[config.mk]
export PLATFORM = sky130hd
export DESIGN_NAME = bcd_updown_digit
export DESIGN_NICKNAME = d
export VERILOG_FILES = /design/src/rtl/bcd_pkg.sv /design/src/rtl/bcd_edge_decode.sv /design/src/rtl/bcd_step.sv /design/src/rtl/bcd_updown_digit.sv
export SDC_FILE = /design/constraint.sdc
export NUM_CORES = 1
export LEC_CHECK = 0
export BUFFER_PORTS_ARGS = -buffer_cell sky130_fd_sc_hd__buf_2
export CELL_PAD_IN_SITES_DETAIL_PLACEMENT = 1
export CELL_PAD_IN_SITES_GLOBAL_PLACEMENT = 1
export CORE_MARGIN = 2
export CORE_UTILIZATION = 39
export DETAILED_ROUTE_END_ITERATION = 12
export HOLD_SLACK_MARGIN = 0.06
export MAX_ROUTING_LAYER = met4
export PLACE_DENSITY = 0.89
export SKIP_LAST_GASP = 1
export SLEW_MARGIN = 20
export SYNTH_ARGS = -nofsm -noshare
export SYNTH_HDL_FRONTEND = slang
export SYNTH_SLANG_ARGS = --single-unit
[constraint.sdc]
create_clock -name clk -period 3.15 [get_ports clk]
set_input_delay 0.7875 -clock clk [delete_from_list [all_inputs] [get_ports clk]]
set_output_delay 0.7875 -clock clk [all_outputs]
set_load 0.02 [all_outputs]
[src/rtl/bcd_pkg.sv]
package bcd_pkg;
   localparam int unsigned BCD_W   = 4;
   localparam int unsigned BCD_TOP = 9;
   typedef logic [BCD_W-1:0] digit_t;
endpackage

[src/rtl/bcd_edge_decode.sv]
module bcd_edge_decode #(
   parameter int unsigned DIGIT_W        = 4,
   parameter int unsigned DIGIT_MAX      = 9,
   parameter bit          FULL_UP_DECODE = 1'b0
) (
   input  logic [DIGIT_W-1:0] q,
   output logic               at_top,
   output logic               at_zero
);
   localparam logic [DIGIT_W-1:0] MAXV = DIGIT_W'(DIGIT_MAX);

   generate
      if (FULL_UP_DECODE) begin : g_full
         assign at_top = (q == MAXV);
      end else begin : g_sparse
         assign at_top = q[0] & q[DIGIT_W-1];
      end
   endgenerate

   assign at_zero = (q == '0);
endmodule

[src/rtl/bcd_step.sv]
module bcd_step #(
   parameter int unsigned DIGIT_W   = 4,
   parameter int unsigned DIGIT_MAX = 9
) (
   input  logic [DIGIT_W-1:0] q,
   input  logic               up,
   input  logic               at_top,
   input  logic               at_zero,
   output logic [DIGIT_W-1:0] q_next
);
   localparam logic [DIGIT_W-1:0] MAXV = DIGIT_W'(DIGIT_MAX);
   localparam logic [DIGIT_W-1:0] ONE  = DIGIT_W'(1);

   always_comb begin
      if (up) q_next = at_top  ? '0   : q + ONE;
      else    q_next = at_zero ? MAXV : q - ONE;
   end


   always_comb begin
      if (q <= MAXV) begin
         step_in_range_chk: assert (q_next <= MAXV);
      end
   end
endmodule

[src/rtl/bcd_updown_digit.sv]
module bcd_updown_digit #(
   parameter int unsigned DIGIT_W        = bcd_pkg::BCD_W,
   parameter int unsigned DIGIT_MAX      = bcd_pkg::BCD_TOP,
   parameter bit          FULL_UP_DECODE = 1'b0
) (
   input  logic               clk,
   input  logic               rst,
   input  logic               load,
   input  logic [DIGIT_W-1:0] load_val,
   input  logic               cnt_en_n,
   input  logic               dir_up,
   output logic [DIGIT_W-1:0] count,
   output logic               term_n
);
   localparam logic [DIGIT_W-1:0] MAXV = DIGIT_W'(DIGIT_MAX);
   localparam logic [DIGIT_W-1:0] ONE  = DIGIT_W'(1);

   generate
      if (DIGIT_W != bcd_pkg::BCD_W) begin : g_bad_width
         $error("bcd_updown_digit: DIGIT_W must equal a BCD digit width");
      end
      if (DIGIT_MAX >= (1 << DIGIT_W)) begin : g_bad_max
         $error("bcd_updown_digit: DIGIT_MAX does not fit in DIGIT_W");
      end
   endgenerate

   logic [DIGIT_W-1:0] cnt_q;
   logic [DIGIT_W-1:0] cnt_d;
   logic               at_top;
   logic               at_zero;
   logic               past_ok;

   // visible value: reset beats load, load beats the stored digit
   always_comb begin
      if (rst)       count = '0;
      else if (load) count = load_val;
      else           count = cnt_q;
   end

   bcd_edge_decode #(
      .DIGIT_W       (DIGIT_W),
      .DIGIT_MAX     (DIGIT_MAX),
      .FULL_UP_DECODE(FULL_UP_DECODE)
   ) i_decode (
      .q      (count),
      .at_top (at_top),
      .at_zero(at_zero)
   );

   bcd_step #(
      .DIGIT_W  (DIGIT_W),
      .DIGIT_MAX(DIGIT_MAX)
   ) i_step (
      .q      (count),
      .up     (dir_up),
      .at_top (at_top),
      .at_zero(at_zero),
      .q_next (cnt_d)
   );

   always_ff @(posedge clk or posedge rst) begin
      if (rst)            cnt_q <= '0;
      else if (load)      cnt_q <= load_val;
      else if (!cnt_en_n) cnt_q <= cnt_d;
   end

   assign term_n = ~(~cnt_en_n & (dir_up ? at_top : at_zero));

   always_ff @(posedge clk or posedge rst) begin
      if (rst) past_ok <= 1'b0;
      else     past_ok <= 1'b1;
   end


   load_chk: assert property (@(posedge clk) disable iff (rst)
      past_ok && $past(load) |-> cnt_q == $past(load_val));


   hold_chk: assert property (@(posedge clk) disable iff (rst)
      past_ok && $past(!load && cnt_en_n) |-> cnt_q == $past(cnt_q));


   step_up_chk: assert property (@(posedge clk) disable iff (rst)
      past_ok && $past(!load && !cnt_en_n && dir_up && cnt_q < MAXV)
      |-> cnt_q == $past(cnt_q) + ONE);


   wrap_up_chk: assert property (@(posedge clk) disable iff (rst)
      past_ok && $past(!load && !cnt_en_n && dir_up && cnt_q == MAXV)
      |-> cnt_q == '0);


   wrap_dn_chk: assert property (@(posedge clk) disable iff (rst)
      past_ok && $past(!load && !cnt_en_n && !dir_up && cnt_q == '0)
      |-> cnt_q == MAXV);


   tc_gate_chk: assert property (@(posedge clk) disable iff (rst)
      !term_n |-> !cnt_en_n);
endmodule

==> After elaboration in Yosys (flattened, before gate mapping) <==
Index checks and enable logic that the tools add are counted.
{ "word_totals": {"register_bits": 4, "output_inout_bits": 5} }
{ "classes": {"addsub": 2, "eq_ne": 1, "muxes": 8, "bitwise": 4, "reduce_logical": 1} }
{ "op_table": {"columns": ["operator", "n"], "rows": [
  ["$mux 4", 7],
  ["$add 4x1->4 const B", 1],
  ["$logic_not 4->1", 1],
  ["$sub 4x1->4 const B", 1],
  ["$and 1x1->1", 2],
  ["$ne 2x2->1 const B", 1],
  ["$not 1->1", 2],
  ["$mux 1", 1]
]} }

==> Logic depth before layout (Yosys ltp) <==
Gate-level depths: netlist of run 1.
{ "logic_depth": {"depth_word": 7, "ltp_mapped": 9, "ltp_nobuf": 7} }

==> Modules after synthesis <==
Synthesis of run 1 repeated with hierarchy kept, for this count alone.
{ "hier_totals": {"cells_unflattened": 50, "hier_area_um2": 430.4} }
{ "modules_own_cells": {"columns": ["module", "instances", "cells_per_inst", "area_each_um2"], "rows": [
  ["bcd_updown_digit", 1, 29, 261.5],
  ["bcd_step", 1, 19, 148.9],
  ["bcd_edge_decode", 1, 2, 20.0]
]} }

==> Worst setup path after synthesis of run 1 <==
Ideal clock, no wire load.
{ "synth_path": {"path_kind": "input to output", "start": "input port load", "end": "output port term_n", "arrival_time_ps": 1935, "slack_ps": 427, "stages": 8, "cell_sequence": "buf_6 > buf_6 > nand2b_1 > a21o_1 > ha_1 > nand2_1 > o22ai_1 > nand2b_1"} }
{ "synth_via": {"elab_chain_cells": 6} }
{ "synth_rtl": {"columns": ["element", "line_no", "rtl"], "rows": [
  ["start: declaration", "bcd_updown_digit.sv:8", "input logic load,"],
  ["$mux 4 (*)", "bcd_updown_digit.sv:36", "else if (load) count = load_val;"],
  ["$mux 4 (*)", "bcd_updown_digit.sv:35", "if (rst) count = '0;"],
  ["$logic_not 4->1 / $and 1x1->1 (equally long branches)", "bcd_edge_decode.sv:20, bcd_edge_decode.sv:16", null],
  ["$mux 1 (*)", "bcd_updown_digit.sv:67", "assign term_n = ~(~cnt_en_n & (dir_up ? at_top : at_zero));"],
  ["$and 1x1->1 (*)", "bcd_updown_digit.sv:67", null],
  ["$not 1->1 (*)", "bcd_updown_digit.sv:67", null],
  ["end: declaration", "bcd_updown_digit.sv:13", "output logic term_n"]
]} }
Every way passes the cells marked *; elsewhere a longest branch is shown, timed or not.

==> Worst setup path after layout of run 1 <==
Ends and elaborated chain as after synthesis.

==> qor.csv, run 1 <==
stage,metric,value,unit
clock_network,post_cts resized,0,
synthesis,"area leader, netlist",dfrtp_1,
synthesis,Synth async-reset ratio,100,%
status,status,completed,
clock_network,Clock Tree Buf Depth,2,
finish,Post-layout nets,104,
sta,final hold violations,0,
setup_path,CP arrival,2.06,ns
finish,"Most flops, register",cnt_q,
synthesis,largest family of logic cells by synthesized area,simple AND/OR/NAND/NOR gates,
sta,setup ws final,0.298,ns
place,placed cell area,651,um2
synthesis,mux contribution to synthesized area,4.10,%
floorplan,Core Box Area,1350,um2
detailed_routing,routed via count,641,
clock_network,Skew-Pair Late Insertion Delay,0.24,ns
grt,vias in the first global route,657,
finish,Final Cell Area,673,um2
setup_path,Worst Path Buf+Inv,2,
detailed_routing,DR vias/cell,6.05,
grt,Total Routing Usage GR,23.4,%
finish,Largest register FFs,4,
grt,first-pass GRT wire length,3.08,mm
detailed_routing,drt wl/cell,16.5,um
synthesis,post-synthesis cell type count,39,
sta,final hold slack,0.589,ns
grt,initial antenna violation count,0,
setup_path,nature of the critical path startpoint,input port,
sta,unrepaired setup endpoints after global routing,false,
power,sequential group share of total power,30.7,%
synthesis,Adder-Cell Fraction of Synth Area,4.32,%
power,Net Sw Power,0.0832,mW
clock_network,H-Tree Depth,1,
sta,Final period util,90.5,%
floorplan,Die ar.,1810,um2
grt,GRT Residual Overflow,0,
floorplan,chip width,42.5,um
synthesis,synth cell count leaders,"nor2_1 (8), a21oi_1 (6)",
synthesis,Compound-Gate Fraction of Synth Area,30.0,%
synthesis,syn_area_per_cell,7.52,um2
clock_network,CTS tree,yes,
setup_path,"CP delay by family, top",buffers and inverters,
synthesis,post-synth net total,88,
synthesis,Syn Inst Count,77,
detailed_routing,DRC errors left,0,
finish,Post-Route Utilization,49.9,%
floorplan,DIE HEIGHT,42.5,um
detailed_routing,DRT iter0 DRCs,10,
sta,Setup-failing EPs final,0,
power,sw frac,37.8,%
sta,setup TNS,0,ns
setup_path,CP max stage cell,ha_1,
clock_network,CTS sink cnt,4,
clock_network,root buf cell,clkbuf_4,
power,Max VDD drop,192,uV
power,PD cells,327,nW/um2
setup_path,WP data required,2.36,ns
synthesis,Synthesis Warnings,0,
setup_path,CP Max Fanout,13,
synthesis,top post-synthesis cells by area,"dfrtp_1 (17%), a21oi_1 (5.2%), nor2_1 (5.2%), ha_1 (4.3%), buf_6 (3.9%)",
synthesis,"Seq/Total Area, Yosys",17.3,%
power,P_leak,0.311,nW
setup_path,Max stage delay on crit path,0.29,ns
sta,Final min period,2.85,ns
finish,largest registers,cnt_q (4),
detailed_routing,WL final,1.75,mm
sta,worst slew pin tran,0.419,ns
setup_path,type of the worst setup path,in -> out,
clock_network,"CTS clk-pin slew, worst paths",0.04,ns
place,Post-Place Setup Slack,0.296,ns
synthesis,"flops & latches, synth",4,
floorplan,initial core utilization,42.9,%
finish,layout cells sized above 1,28.6,%
setup_path,crit-path cells,"buf_2, nand2b_1, a21o_1, ha_1, nand2_1, o22ai_1, nand2b_1, buf_2",
synthesis,Post-synth EDFFs,0,
floorplan,Ports,14,
sta,skew final,0.00351,ns
finish,Layout area overhead,16.2,%
grt,largest net degree at the start of global routing,17,
synthesis,Simple-Gate Fraction of Synth Area,34.3,%
power,clock share of power,28.7,%
synthesis,Post-Synth XOR/XNOR Area,0,%
place,DP Wirelength,1.36,mm
power,Comb power frac,40.7,%
sta,maximum clock frequency,351,MHz
sta,Slew Limit Headroom,71.9,%
clock_network,CTS Hold Buffers Added,0,
clock_network,Num CTS Buffers,3,
synthesis,Syn Std Cell Area,579,um2
synthesis,"count leader, synth",nor2_1,
min_path,Hold Path Class,in -> async,
finish,# diodes,0,
run,Maximum Capacitance Violations,0,
place,I/O Buffers,13,
setup_path,CP Capture Type,primary output,
place,routability cong.,0.863,
sta,fin. max-slew vios,0,
detailed_routing,Antenna Nets Post-Route,0,
detailed_routing,DR pass1 iterations,4,
synthesis,Post-synth top flop,dfrtp_1,
floorplan,standard-cell row count,13,
synthesis,area share of the largest cell type after synthesis,17.3,%
clock_network,post-CTS setup buffers,0,
power,P_int,0.137,mW
==> stage by stage <==
| stage | total power [mW] | instances |
|---|---|---|
| global route | 0.240 | 106 |
| global placement | 0.153 | 103 |
| detailed placement | 0.157 | 103 |
| floorplan | 0.128 | 77 |
| CTS | 0.223 | 106 |
| finish | 0.220 | 106 |
==> cells by family after synthesis <==
family                     Yosys count
and+or+nand+nor                     34
AOI/OAI and AO/OA                   24
buffers and inverters               11
DFF                                  4
muxes                                2
adders and majority gates            2
==> worst reg2reg max path, stage by stage, from the launching register on <==
cell and delay (ns):
dfrtp_1 0.46, nand2b_1 0.09, a21o_1 0.21, ha_1 0.29
nor2_1 0.15, a221oi_2 0.07, o221ai_1 0.16, nand4_1 0.14
==> path summary, 6_finish.rpt <==
kind / slack, ns / endpoint / start / cells past startpoint
worst max-delay path: 0.30 / term_n / load / 8
worst min-delay path: 0.59 / cnt_q[3] / rst / 2
worst max register to register: 1.45 / cnt_q[3] / cnt_q[0] / 7
worst min register to register: 0.68 / cnt_q[3] / cnt_q[3] / 2
max in group asynchronous: 2.38 / cnt_q[1] / rst / 2
min in group clk: 0.68 / cnt_q[3] / cnt_q[3] / 2
==> area by class of cell <==
cell class              count  area (um2)
fillers                   181         677
multi-input cells          62         422
flip-flops and latches      4         100
repair buffers             16        87.6
clock buffers               3        22.5
inverters                   6        22.5
well taps                  15        18.8
==> placed cells by master, fill, tap and decap left out, types with 2 or more instances in the layout <==
cell type,n
buf_2,13
nor2_1,8
a21oi_1,6
inv_1,4
nor3_1,4
nand2_1,4
dfrtp_1,4
nand3_1,3
nand2b_1,3
clkbuf_4,3
buf_4,3
o21ai_1,2
a211oi_1,2
nor3b_1,2
a31oi_1,2
nand3b_1,2
o21a_1,2
a21o_1,2
inv_2,2
ha_1,2
==> per-layer routing <==
| layer | wire length [um] | up-vias | share of wire, % | global-route usage, % |
|---|---|---|---|---|
| met5 | 0 | - | 0 | - |
| met4 | 24 | 0 | 1.4 | 6.88 |
| met3 | 82 | 4 | 4.7 | 8.19 |
| met2 | 851 | 19 | 49 | 33.8 |
| met1 | 791 | 305 | 45 | 30.5 |
| li1 | - | 313 | - | - |
==> power groups by stage <==
stage / combinational [mW] / sequential, mW / clock, mW
floorplan: 0.0628 / 0.0648 / 0
global placement: 0.0858 / 0.0675 / 0
detailed placement: 0.0893 / 0.0679 / 0
CTS: 0.0896 / 0.0674 / 0.0656
global route: 0.0990 / 0.0690 / 0.0721
finish: 0.0894 / 0.0674 / 0.0631
Note: power is estimated with default switching activity, not from simulation.
==> inputs of run 2 (changes only) <==
==> constraint.sdc (replaced) <==
create_clock -name clk -period 3.5 [get_ports clk]
set_input_delay 0.875 -clock clk [delete_from_list [all_inputs] [get_ports clk]]
set_output_delay 0.875 -clock clk [all_outputs]
set_load 0.02 [all_outputs]
==> run 2 against run 1 <==
  * Power down 8.5%
  * Largest power group unchanged
  * Combinational power fell by 8.3%
  * Sequential power is 9.1% lower
  * Register-to-register slack gained 0.33 ns
  * Setup slack got worse by 0.047 ns
  * Non-clock buffer count down 1
  * First-iteration DRC count shrank 10%
  * Clock-buffer cell count stayed put
  * Critical endpoint unchanged
  * Flip-flop and latch count unchanged
  * Clock power decreased by 8.1%
  * Utilization is 0.56 points lower
==> qor.csv, run 2 (synthesized netlist as in run 1, its figures left out) <==
stage,metric,value,unit,change
place,DP Wirelength,1.46,mm,was 1.36 mm
clock_network,H-Tree Depth,1,,unchanged
sta,unrepaired setup endpoints after global routing,false,,unchanged
detailed_routing,DR pass1 iterations,4,,unchanged
clock_network,Num CTS Buffers,3,,unchanged
clock_network,Skew-Pair Late Insertion Delay,0.24,ns,about the same
setup_path,type of the worst setup path,in -> out,,unchanged
detailed_routing,drt wl/cell,18.2,um,was 16.5 um
min_path,Hold Path Class,in -> async,,unchanged
power,PD cells,302,nW/um2,was 327 nW/um2
grt,Total Routing Usage GR,24.9,%,was 23.4%
sta,Setup-failing EPs final,0,,unchanged
floorplan,Ports,14,,unchanged
sta,Final min period,3.25,ns,
floorplan,Die ar.,1810,um2,unchanged
grt,largest net degree at the start of global routing,29,,was 17
grt,first-pass GRT wire length,3.17,mm,was 3.08 mm
power,Max VDD drop,156,uV,was 192 uV
clock_network,CTS Hold Buffers Added,0,,unchanged
finish,# diodes,0,,unchanged
finish,layout cells sized above 1,27.8,%,was 28.6%
floorplan,DIE HEIGHT,42.5,um,unchanged
finish,Post-layout nets,103,,was 104
finish,Post-Route Utilization,49.3,%,was 49.9%
finish,largest registers,cnt_q (4),,unchanged
detailed_routing,routed via count,661,,was 641
grt,initial antenna violation count,0,,unchanged
setup_path,CP Capture Type,primary output,,unchanged
power,P_leak,0.307,nW,was 0.311 nW
setup_path,worst reg-to-reg path cell count,7,,unchanged
place,routability cong.,0.836,,was 0.863
setup_path,nature of the critical path startpoint,input port,,unchanged
grt,GRT Residual Overflow,0,,unchanged
detailed_routing,Antenna Nets Post-Route,0,,unchanged
floorplan,Core Box Area,1350,um2,unchanged
setup_path,CP max stage cell,buf_2,,was ha_1
finish,Largest register FFs,4,,unchanged
run,Maximum Capacitance Violations,0,,unchanged
place,I/O Buffers,13,,unchanged
detailed_routing,WL final,1.91,mm,was 1.75 mm
setup_path,CP arrival,2.37,ns,was 2.06 ns
setup_path,FF-to-FF Start,cnt_q[0],,unchanged
clock_network,post-CTS setup buffers,0,,unchanged
finish,fillcell total,194,,was 181
finish,"Most flops, register",cnt_q,,unchanged
clock_network,CTS sink cnt,4,,unchanged
setup_path,crit-path cells,"buf_2, nand2_1, a21o_1, ha_1, nand2_1, o22ai_1, nand2b_1, buf_2",,"was buf_2, nand2b_1, a21o_1, ha_1, nand2_1, o22ai_1, nand2b_1, buf_2"
clock_network,root buf cell,clkbuf_4,,unchanged
detailed_routing,DRC errors left,0,,unchanged
detailed_routing,DR vias/cell,6.30,,was 6.05
detailed_routing,DRT iter0 DRCs,9,,was 10
clock_network,post_cts resized,0,,unchanged
status,status,completed,,unchanged
setup_path,WP data required,2.62,ns,was 2.36 ns
clock_network,"CTS clk-pin slew, worst paths",0.04,ns,about the same
finish,"leading cell type in the layout, fill and taps excluded",buf_2,,unchanged
setup_path,worst reg2reg path endpoint,cnt_q[3],,unchanged
grt,vias in the first global route,660,,was 657
sta,skew final,0.00588,ns,was 0.00351 ns
setup_path,CP Max Fanout,28,,was 13
setup_path,Max stage delay on crit path,0.38,ns,was 0.29 ns
sta,Slew Limit Headroom,64.8,%,was 71.9%
floorplan,chip width,42.5,um,unchanged
sta,final hold slack,0.678,ns,was 0.589 ns
sta,maximum clock frequency,308,MHz,
sta,worst slew pin tran,0.525,ns,was 0.419 ns
clock_network,Clock Tree Buf Depth,2,,unchanged
sta,final hold violations,0,,unchanged
clock_network,CTS tree,yes,,unchanged
sta,Final period util,92.8,%,
finish,Layout area overhead,14.9,%,was 16.2%
floorplan,standard-cell row count,13,,unchanged
sta,setup TNS,0,ns,unchanged
sta,fin. max-slew vios,0,,unchanged
finish,most frequent cells in the layout,"buf_2 (13), nor2_1 (8), a21oi_1 (6)",,unchanged
floorplan,initial core utilization,42.9,%,unchanged
setup_path,"setup slack, reg-to-reg",1.78,ns,was 1.45 ns
[run 2: worst max-delay path by stage]
stage	from	endpoint	depth (start not counted)
after CTS	load	term_n	8
after floorplan	load	term_n	8
final	load	term_n	8
after detailed placement	load	term_n	8
after global placement	load	term_n	8
after global routing	load	term_n	8
[run 2: routing by layer]
metal	part of all wire (%)	vias to the layer above	GRT usage, %	wire (um)
li1	-	314	-	-
met1	45	319	29.4	853
met2	47	22	38.8	902
met3	5.1	6	8.19	98
met4	2.8	0	10.0	54
met5	0	-	-	0
[run 2: critical path, delay by kind of cell]
family / cells / cell delay (ns)
buf+inv: 2 / 0.54
compound gates: 2 / 0.30
simple gates: 3 / 0.39
fa+ha+maj: 1 / 0.27
[run 2: layout make-up]
type / count / area (um2) / area share, %
repair buffers: 15 / 80.1 / 12.0
inverters: 6 / 22.5 / 3.38
clock buffers: 3 / 22.5 / 3.38
multi-input cells: 62 / 422 / 63.3
well taps: 15 / 18.8 / 2.82
flip-flops and latches: 4 / 100 / 15.0
[run 2: power by group]
part / internal (mW) / switching, mW
clock: 0.0384 / 0.0195
combinational: 0.0324 / 0.0496
sequential: 0.0518 / 0.00952
total: 0.123 / 0.0787
[run 2: stage by stage]
step | total power, mW | cell area, um2 | instances | worst slack [ns]
floorplan | 0.115 | 579 | 77 | 0.602
global placement | 0.137 | 643 | 102 | 0.412
detailed placement | 0.143 | 643 | 102 | 0.276
CTS | 0.203 | 666 | 105 | 0.274
global route | 0.218 | 666 | 105 | 0.160
finish | 0.201 | 666 | 105 | 0.251
==> inputs of run 3 (changes only) <==
--- a/config.mk
+++ b/config.mk
@@ -5,15 +5,16 @@
 export SDC_FILE = /design/constraint.sdc
 export NUM_CORES = 1
 export LEC_CHECK = 0
+export ABC_AREA = 1
 export BUFFER_PORTS_ARGS = -buffer_cell sky130_fd_sc_hd__buf_2
 export CELL_PAD_IN_SITES_DETAIL_PLACEMENT = 1
 export CELL_PAD_IN_SITES_GLOBAL_PLACEMENT = 1
 export CORE_MARGIN = 2
-export CORE_UTILIZATION = 39
+export CORE_UTILIZATION = 28
 export DETAILED_ROUTE_END_ITERATION = 12
 export HOLD_SLACK_MARGIN = 0.06
 export MAX_ROUTING_LAYER = met4
-export PLACE_DENSITY = 0.89
+export PLACE_DENSITY = 0.78
 export SKIP_LAST_GASP = 1
 export SLEW_MARGIN = 20
 export SYNTH_ARGS = -nofsm -noshare
==> constraint.sdc (replaced) <==
create_clock -name clk -period 2.7 [get_ports clk]
set_input_delay 0.54 -clock clk [delete_from_list [all_inputs] [get_ports clk]]
set_output_delay 0.54 -clock clk [all_outputs]
set_load 0.02 [all_outputs]
==> run 3 against run 2 <==
  * Synthesized area fell by 25%
  * Non-clock buffer count fell by 1
  * Clock skew rose by 0.0017 ns
  * Sequential share of layout area rose by 3.1 points
  * Largest cell class unchanged
==> qor.csv, run 3 <==
stage,metric,value,unit,change
status,status,completed,,unchanged
setup_path,worst reg2reg path endpoint,cnt_q[3],,unchanged
power,Max VDD drop,242,uV,was 156 uV
synthesis,Syn Inst Count,69,,was 77
detailed_routing,DRT iter0 DRCs,5,,was 9
grt,first-pass GRT wire length,1.92,mm,was 3.17 mm
min_path,Hold Path Class,in -> async,,unchanged
detailed_routing,routed via count,486,,was 661
synthesis,area share of the largest cell type after synthesis,23.3,%,was 17.3%
power,clock share of power,33.5,%,was 28.8%
power,PD cells,437,nW/um2,was 302 nW/um2
finish,Largest register FFs,4,,unchanged
clock_network,H-Tree Depth,1,,unchanged
synthesis,"count leader, synth",nand2_1,,was nor2_1
finish,# diodes,0,,unchanged
place,routability cong.,0.823,,was 0.836
floorplan,Die ar.,1890,um2,was 1810 um2
run,Maximum Capacitance Violations,0,,unchanged
synthesis,post-synth net total,80,,was 88
sta,final hold violations,0,,unchanged
grt,GRT Residual Overflow,0,,unchanged
synthesis,Synth async-reset ratio,100,%,unchanged
synthesis,"area leader, netlist",nand2_1,,was dfrtp_1
setup_path,CP startpoint,load,,unchanged
finish,"Most flops, register",cnt_q,,unchanged
sta,Setup-failing EPs final,0,,unchanged
floorplan,chip width,43.4,um,was 42.5 um
power,P_int,0.150,mW,was 0.123 mW
detailed_routing,Antenna Nets Post-Route,0,,unchanged
finish,Layout area overhead,26.4,%,was 14.9%
power,P_leak,0.333,nW,was 0.307 nW
power,Net Sw Power,0.0901,mW,was 0.0787 mW
sta,fin. max-slew vios,0,,unchanged
finish,layout cells sized above 1,34.9,%,was 27.8%
synthesis,Post-synth top flop,dfrtp_1,,unchanged
detailed_routing,DR WL met3,59,um,was 98 um
setup_path,nature of the critical path startpoint,input port,,unchanged
finish,Post-Route Utilization,37.0,%,was 49.3%
detailed_routing,WL final,1.13,mm,was 1.91 mm
setup_path,CP dominant cell by count,nand2_2,,
floorplan,DIE HEIGHT,43.4,um,was 42.5 um
setup_path,worst reg-to-reg path cell count,10,,was 7
power,sequential group share of total power,28.8,%,was 30.5%
setup_path,CP arrival,1.72,ns,was 2.37 ns
clock_network,"CTS clk-pin slew, worst paths",0.04,ns,about the same
synthesis,Syn Std Cell Area,435,um2,was 579 um2
setup_path,CP max stage cell,ha_1,,was buf_2
setup_path,"setup slack, reg-to-reg",1.29,ns,was 1.78 ns
sta,worst slew pin tran,0.269,ns,was 0.525 ns
power,Comb power frac,37.7,%,was 40.7%
finish,largest registers,cnt_q (4),,unchanged
sta,Final min period,2.26,ns,
synthesis,top post-synthesis cells by area,"nand2_1 (23%), dfrtp_1 (23%), nand2_2 (11%), inv_1 (6.0%), ha_1 (5.7%)",,"was dfrtp_1 (17%), a21oi_1 (5.2%), nor2_1 (5.2%), ha_1 (4.3%), buf_6 (3.9%)"
synthesis,Post-synth EDFFs,0,,unchanged
synthesis,syn_area_per_cell,6.31,um2,was 7.52 um2
floorplan,standard-cell row count,14,,was 13
setup_path,WP data required,2.16,ns,was 2.62 ns
synthesis,"Seq/Total Area, Yosys",23.0,%,was 17.3%
detailed_routing,DR top layer,met4,,unchanged
floorplan,Ports,14,,unchanged
clock_network,Clock Tree Buf Depth,2,,unchanged
setup_path,CP Max Fanout,6,,was 28
detailed_routing,DR vias/cell,4.76,,was 6.30
setup_path,Max stage delay on crit path,0.25,ns,was 0.38 ns
synthesis,"flops & latches, synth",4,,unchanged
sta,skew final,0.00759,ns,was 0.00588 ns
setup_path,type of the worst setup path,in -> out,,unchanged
clock_network,Num CTS Buffers,3,,unchanged
clock_network,CTS sink cnt,4,,unchanged
detailed_routing,routed wl met2,512,um,was 902 um
finish,most frequent cells in the layout,"nand2_1 (27), buf_2 (13), nand2_2 (8), inv_1 (7)",,"was buf_2 (13), nor2_1 (8), a21oi_1 (6)"
synthesis,post-synthesis cell type count,17,,was 39
clock_network,Skew-Pair Late Insertion Delay,0.25,ns,was 0.24 ns
clock_network,post-CTS setup buffers,0,,unchanged
sta,unrepaired setup endpoints after global routing,false,,unchanged
place,I/O Buffers,13,,unchanged
grt,largest net degree at the start of global routing,9,,was 29
sta,setup TNS,0,ns,unchanged
synthesis,Synthesis Warnings,0,,unchanged
grt,vias in the first global route,459,,was 660
sta,maximum clock frequency,443,MHz,
detailed_routing,DR pass1 iterations,5,,was 4
grt,initial antenna violation count,0,,unchanged
synthesis,synth cell count leaders,"nand2_1 (27), nand2_2 (8), inv_1 (7)",,"was nor2_1 (8), a21oi_1 (6)"
setup_path,FF-to-FF Start,cnt_q[0],,unchanged
power,sw frac,37.5,%,was 39.1%
detailed_routing,drt wl/cell,11.1,um,was 18.2 um
floorplan,initial core utilization,29.2,%,was 42.9%
clock_network,post_cts resized,0,,unchanged
clock_network,CTS Hold Buffers Added,0,,unchanged
place,DP Wirelength,939,um,was 1.46 mm
finish,Post-layout nets,99,,was 103
sta,Final period util,83.7,%,
setup_path,CP Capture Type,primary output,,unchanged
floorplan,Core Box Area,1490,um2,was 1350 um2
grt,Total Routing Usage GR,14.1,%,was 24.9%
setup_path,crit-path cells,"buf_2, inv_2, nand2_2, nand2_2, nand2_2, ha_1, nand3_2, nand2_1, nand3_1, buf_2",,"was buf_2, nand2_1, a21o_1, ha_1, nand2_1, o22ai_1, nand2b_1, buf_2"
clock_network,CTS tree,yes,,unchanged
sta,Slew Limit Headroom,82.0,%,was 64.8%
detailed_routing,M1 WL,544,um,was 853 um
detailed_routing,DRC errors left,0,,unchanged
finish,"leading cell type in the layout, fill and taps excluded",nand2_1,,was buf_2
clock_network,root buf cell,clkbuf_4,,unchanged
## run 3: cell types whose count changed in the layout (fill, tap and decap cells not counted), moves of 3 or more
cell / previous run / this run
a21oi_1: 6 / 1
inv_1: 4 / 7
nand2_1: 4 / 27
nand2_2: 0 / 8
nand2b_1: 3 / 0
nor2_1: 8 / 3
nor3_1: 4 / 0
## run 3: layer usage
metal,global-route usage (%),up-vias
met2,20.6,10
met1,17.0,221
met5,-,-
met4,7.27,0
met3,5.00,4
li1,-,251
## run 3: cell type report
type / instances / area, um2
clock buffers: 3 / 22.5
fillers: 207 / 938
inverters: 9 / 33.8
multi-input cells: 56 / 302
flip-flops and latches: 4 / 100
well taps: 16 / 20.0
repair buffers: 14 / 72.6
## run 3: critical path: cells and delay by family
kind / cells / cell delay (ns)
adders and majority gates: 1 / 0.25
and+or+nand+nor: 6 / 0.53
buffers and inverters: 3 / 0.40
## run 3: metrics by stage
stage                     hold WS (ns)  area, um2  total power, mW  cells  worst slack [ns]
after floorplan                  0.370        435            0.135     69             0.685
after global placement           0.558        528            0.160     99             0.474
after detailed placement         0.575        528            0.161     99             0.443
after CTS                        0.348        551            0.246    102             0.431
after global routing             0.376        551            0.260    102             0.299
final                            0.354        551            0.240    102             0.441
## run 3: power by group through the flow
stage	Combinational, mW	Sequential (mW)	Clock [mW]
4_1_cts	0.0920	0.0693	0.0843
5_1_grt	0.103	0.0696	0.0882
3_5_place_dp	0.0914	0.0701	0
2_1_floorplan	0.0651	0.0696	0
3_3_place_gp	0.0903	0.0697	0
6_report	0.0906	0.0692	0.0805
## run 3: worst max-delay path by stage
stage / to / slack [ns] / cells after the start
CTS: term_n / 0.43 / 10
global placement: term_n / 0.47 / 10
detailed placement: term_n / 0.44 / 10
global route: term_n / 0.30 / 10
finish: term_n / 0.44 / 10
floorplan: term_n / 0.69 / 6
## run 3: cell families (layout without fill, tap and decap cells)
| family | after synthesis | count (layout) | share of synthesized area [%] |
|---|---|---|---|
| DFF | 4 | 4 | 23.0 |
| buffers and inverters | 9 | 26 | 7.76 |
| adders and majority gates | 2 | 2 | 5.75 |
| and+or+nand+nor | 45 | 45 | 48.3 |
| AOI/OAI and AO/OA | 7 | 7 | 11.2 |
| xor gates and xnor gates | 2 | 2 | 4.02 |
